[src/rtl/udp_rx_ack_buffer.sv]
module udp_rx_ack_buffer #(
  parameter int ADDR_W = 5,
  parameter int DATA_W = 64
) (
  input  logic              clk,
  input  logic              rst,
  input  logic              wr_valid,
  input  logic [DATA_W-1:0] wr_data,
  input  logic              wr_last,
  input  logic              wr_crc_bad,
  input  logic [31:0]       wr_src_ip,
  input  logic [15:0]       wr_src_port,
  input  logic              rx_ack,
  input  logic              rx_overrun_ack,
  output logic              rx_valid,
  output logic [DATA_W-1:0] rx_data,
  output logic              rx_end_of_frame,
  output logic              rx_bad_frame,
  output logic              rx_overrun,
  output logic [31:0]       rx_source_ip,
  output logic [15:0]       rx_source_port
);
  localparam int DEPTH = 1 << ADDR_W;
  localparam int CW = ADDR_W + 1;
  localparam logic [CW-1:0] FULL_LVL = CW'(DEPTH);
  localparam logic [CW-1:0] RES_LVL = CW'(DEPTH - 1);
  localparam logic [1:0] ST_RUN = 2'd0, ST_BLOCK = 2'd1, ST_SKIP = 2'd2;

  logic [DATA_W-1:0] mem_data [DEPTH];
  logic [2:0]        mem_flag [DEPTH];
  logic [47:0]       mem_src  [DEPTH];

  logic [ADDR_W-1:0] wp, rp;
  logic [CW-1:0]     count;
  logic [1:0]        st_q;
  logic              term_pend, in_pkt;
  logic [31:0]       ip_q;
  logic [15:0]       port_q;

  wire [31:0] cur_ip   = in_pkt ? ip_q : wr_src_ip;
  wire [15:0] cur_port = in_pkt ? port_q : wr_src_port;

  wire data_wr = (st_q == ST_RUN) && wr_valid && (count < RES_LVL);
  wire ovf     = (st_q == ST_RUN) && wr_valid && (count >= RES_LVL);
  wire term_wr = term_pend && (count < FULL_LVL);
  wire wr_en   = data_wr || term_wr;

  wire [2:0] head = mem_flag[rp];
  wire pop = rx_valid && (rx_ack || (rx_overrun_ack && head[2]));

  assign rx_valid        = count != '0;
  assign rx_data         = mem_data[rp];
  assign rx_end_of_frame = rx_valid && head[0];
  assign rx_bad_frame    = rx_valid && head[0] && head[1];
  assign rx_overrun      = rx_valid && head[2];
  assign rx_source_ip    = mem_src[rp][47:16];
  assign rx_source_port  = mem_src[rp][15:0];

  always_ff @(posedge clk) begin
    if (data_wr) begin
      mem_data[wp] <= wr_data;
      mem_flag[wp] <= {1'b0, wr_crc_bad, wr_last};
      mem_src[wp]  <= {cur_ip, cur_port};
    end else if (term_wr) begin
      mem_data[wp] <= '0;
      mem_flag[wp] <= 3'b101;
      mem_src[wp]  <= {ip_q, port_q};
    end
  end

  always_ff @(posedge clk) begin
    if (wr_valid && !in_pkt) begin
      ip_q   <= wr_src_ip;
      port_q <= wr_src_port;
    end
  end

  always_ff @(posedge clk) begin
    if (rst) begin
      wp        <= '0;
      rp        <= '0;
      count     <= '0;
      st_q      <= ST_RUN;
      term_pend <= 1'b0;
      in_pkt    <= 1'b0;
    end else begin
      if (wr_en) wp <= wp + 1'b1;
      if (pop)   rp <= rp + 1'b1;
      count <= count + CW'(wr_en) - CW'(pop);
      if (wr_valid) in_pkt <= !wr_last;
      term_pend <= ovf || (term_pend && !term_wr);
      case (st_q)
        ST_RUN:   if (ovf) st_q <= ST_BLOCK;
        ST_BLOCK: if (rx_overrun_ack && !term_pend)
                    st_q <= (wr_valid ? !wr_last : in_pkt) ? ST_SKIP : ST_RUN;
        ST_SKIP:  if (wr_valid && wr_last) st_q <= ST_RUN;
        default:  st_q <= ST_RUN;
      endcase
    end
  end
endmodule

[config.mk]
export PLATFORM = sky130hd
export DESIGN_NAME = udp_rx_ack_buffer
export DESIGN_NICKNAME = d
export VERILOG_FILES = /design/src/rtl/udp_rx_ack_buffer.sv
export SDC_FILE = /design/constraint.sdc
export NUM_CORES = 2
export LEC_CHECK = 0
export BUFFER_PORTS_ARGS = -buffer_cell sky130_fd_sc_hd__buf_2
export CORE_MARGIN = 2
export CORE_UTILIZATION = 40
export CTS_BUF_LIST = sky130_fd_sc_hd__clkbuf_16
export DETAILED_ROUTE_END_ITERATION = 10
export HOLD_SLACK_MARGIN = 0.02
export RECOVER_POWER = 25
export SYNTH_ARGS = -nofsm -noshare
export SYNTH_HDL_FRONTEND = slang
export SYNTH_SLANG_ARGS = --single-unit
[constraint.sdc]
create_clock -name clk -period 20.7 [get_ports clk]
set_clock_uncertainty 0.15 [all_clocks]
set_input_delay 0 -clock clk [delete_from_list [all_inputs] [get_ports clk]]
set_output_delay 0 -clock clk [all_outputs]
set_load 0.01 [all_outputs]
==> results.yml <==
timing:
  worst_slew_pin_slew_ps: 8290
  hold_violations: 0
  max_clock_freq_mhz: 90.5
  max-slew-margin-rel_pct: -453
  tns_ps: 0
  period_share_pct: 53.4
  timing.hold.ws_ps: 92.9
  rsz0062_at_grt: "no"
  finalMaxSlewViolations: 1190
  period_minus_slack_ps: 11050
  setup_violations: 0
cts:
  cts_tree: "yes"
  htreeDepth: 5
  max-clock-path-buffers: 4
  clk_latency_ps: 960
  root_buffer: "clkbuf_16"
  cts_buffers: 381
  cts_resized: 0
  clk_pin_slew_ps: 60
  cts_sinks: 3753
power_and_ir_drop:
  switching_share_pct: 26.5
  total_power_mw: 20.3
  internal_power_mw: 14.9
  p_leak_nw: 50.1
  p_switching_mw: 5.39
  combPwrFrac_pct: 23.5
  sequentialPowerShare_pct: 43.2
  power_density_mw_per_mm2: 124
  peakVddDrop_mv: 0.125
  p_clk_share_pct: 33.3
synth:
  netlist_instances: 5606
  async_reset_ff_share_pct: 0
  syn-num-nets: 5741
  ys_warn_count: 0
  synth-edff-count: 3728
  yosys.area.top_type_share_pct: 78.4
  syn_avg_cell_area_um2: 25.5
  synth_area_leader_cell: "edfxtp_1"
  synth_area_mm2: 0.143
  yosysSeqAreaShare_pct: 78.7
  synth_area_leaders: "edfxtp_1, mux4_2, mux2_2"
  ys_ff_latch: 3753
  synthFlopType: "edfxtp_1"
  ys_types: 45
routing:
  drt_iter0_markers: 7924
  dr.pass1.iters: 8
  vias: 65332
  vias_per_cell: 5.75
  ant_nets: 0
  drcViolationCount: 30
  drt_wl_total_um: 368000
  wl_per_cell_um: 32.4
critical_path:
  worst_r2r_endpoint: "mem_data[2][13]"
  cp-start-kind: "flip-flop"
  critical_path_class: "flip-flop to flip-flop"
  crit_buf_inv: 2
  critical-path-top-delay-family: "buffers and inverters"
  r2r-start: "count[5]"
  crit_path_max_incr_delay_ps: 5710
  cp.required_ps: 20420
  ff2ff_setup_slack_ps: 9650
  arrival_ps: 10780
  endpoint_kind: "flip-flop"
  crit_fanout: 98
  r2r_cells: 6
  crit_chain: "inv_1, ha_1, a41oi_1, a21oi_4, clkbuf_1, nor2b_1"
  cp_slowest_cell: "clkbuf_1"
floorplan:
  coreArea_mm2: 0.356
  die_area_mm2: 0.362
  rows: 219
  pin_count: 235
  die_h_um: 602
  die_x_um: 602
  initial_utilization_pct: 40.2
finish:
  fill_cells: 29104
  layout_common_cells: "edfxtp_1, mux4_2, clkbuf_16, buf_2, dlygate4sd3_1"
  finalNonFillerCells: 11359
  layout-drive-gt1-share_pct: 33.7
  fin_nets: 6422
  final_common_cell: "edfxtp_1"
  final_area_mm2: 0.164
  syn2layout_area_growth_pct: 15.1
min_path:
  hold_depth: 5
  hp-class: "input pin to flip-flop"
  hp-start: "wr_valid"
  holdPathEnd: "st_q[0]"
place:
  dp_hpwl_um: 168000
  place_inst: 10475
  dpl_cell_area_mm2: 0.151
  routabilityCongestion: 0.719
  port_buffers: 234
flow_run:
  cap_violations: 21
grt:
  grt_pass1_wl_um: 514000
  groute.usage.overall_pct: 20.1
  antenna_found_initial: 21
  grt-ovfl-total: 0
  grt_start_max_net_pins: 162
  grt_pass1_vias: 66984
status:
  status: "finished with violations"
  violations: "design-rule violations, max-capacitance violations, max-slew violations"
registers in the layout, summed over array words and instances (netlist names), named ones only:
register and flops:
count 6, ip_q 32, mem_flag 96, term_pend 1, mem_src 1536, st_q 2
wp 5, port_q 16, rp 5, in_pkt 1, mem_data 2048
repair_timing:
action / CTS / global route
hold buffers: 180 / 0
hold endpoints to repair: 3736 / 0
setup buffers: 0 / 0
worst reg2reg max path, delay by kind of cell, from the launching register on:
kind,cells,cell delay (ps)
buffers and inverters,2,5810
AO/OA/AOI/OAI,2,390
AND/OR/NAND/NOR,1,3160
adder cells (fa/ha/maj),1,150
flip-flops,1,330
power by group through the flow:
stage	Clock [mW]	Combinational [mW]	Sequential (mW)
after floorplan	0	3.52	8.88
after global placement	0	4.82	8.92
after CTS	6.88	4.90	8.77
final	6.77	4.78	8.78
after global routing	7.18	5.10	8.80
after detailed placement	0	4.86	8.93
per-stage QoR:
| stage | setup WS [ps] | utilization (%) |
|---|---|---|
| global route | 8490 | 46.2 |
| global placement | 13600 | 42.3 |
| floorplan | 13830 | - |
| CTS | 12520 | 46.3 |
| detailed placement | 13590 | 42.3 |
| finish | 9650 | 46.2 |
metal layers:
layer / part of all wire, % / track usage (%)
met1: 41 / 28.2
met3: 7.0 / 3.00
met2: 50 / 33.4
met4: 2.5 / 4.90
met5: 0.0019 / 0
final cells by class:
class                      count  area, um2  share of cell area (%)
clock buffer                 387       9680                    5.89
sequential                  3753     112000                    68.4
tap                         4751       5940                    3.61
antenna                        6       15.0                 0.00913
timing repair buffer         585       4320                    2.63
multi-input combinational   1549      29300                    17.8
clock inverter               311       2600                    1.58
inverter                      17       71.3                  0.0434
cells by family after synthesis:
kind of cell               count (synthesis)  synth area share [%]
AOI/OAI and AO/OA                         34                 0.162
xor gates and xnor gates                   8                0.0490
adders and majority gates                 16                 0.145
buffers and inverters                    304                 0.935
DFF                                     3753                  78.7
muxes                                   1315                  19.3
and+or+nand+nor                          176                 0.649
cell usage after synthesis (all sizes together) (3+ instances only):
master and instances:
xor2 4, a21oi 12, clkbuf 137, dfxtp 25, nor2b 74, a22oi 3, nand3b 4, mux2 161
mux2i 13, a311oi 3, nand4 4, inv 17, nand3 7, nand2 22, ha 15, nor2 50
mux4 1141, o21ai 3, edfxtp 3728, or3 3, buf 150, xnor2 4
worst max-delay path by stage:
| stage | start | end | slack, ps | cells past startpoint |
|---|---|---|---|---|
| 6_report | count[5] | mem_data[2][13] | 9650 | 6 |
| 5_1_grt | count[5] | mem_data[30][13] | 8490 | 6 |
| 4_1_cts | flip-flop | rx_data[58] | 12520 | 9 |
| 3_5_place_dp | flip-flop | rx_data[58] | 13590 | 9 |
| 3_3_place_gp | flip-flop | rx_data[58] | 13600 | 9 |
| 2_1_floorplan | count[5] | mem_data[15][0] | 13830 | 7 |
No activity file was read; power rests on OpenSTA's default activity.
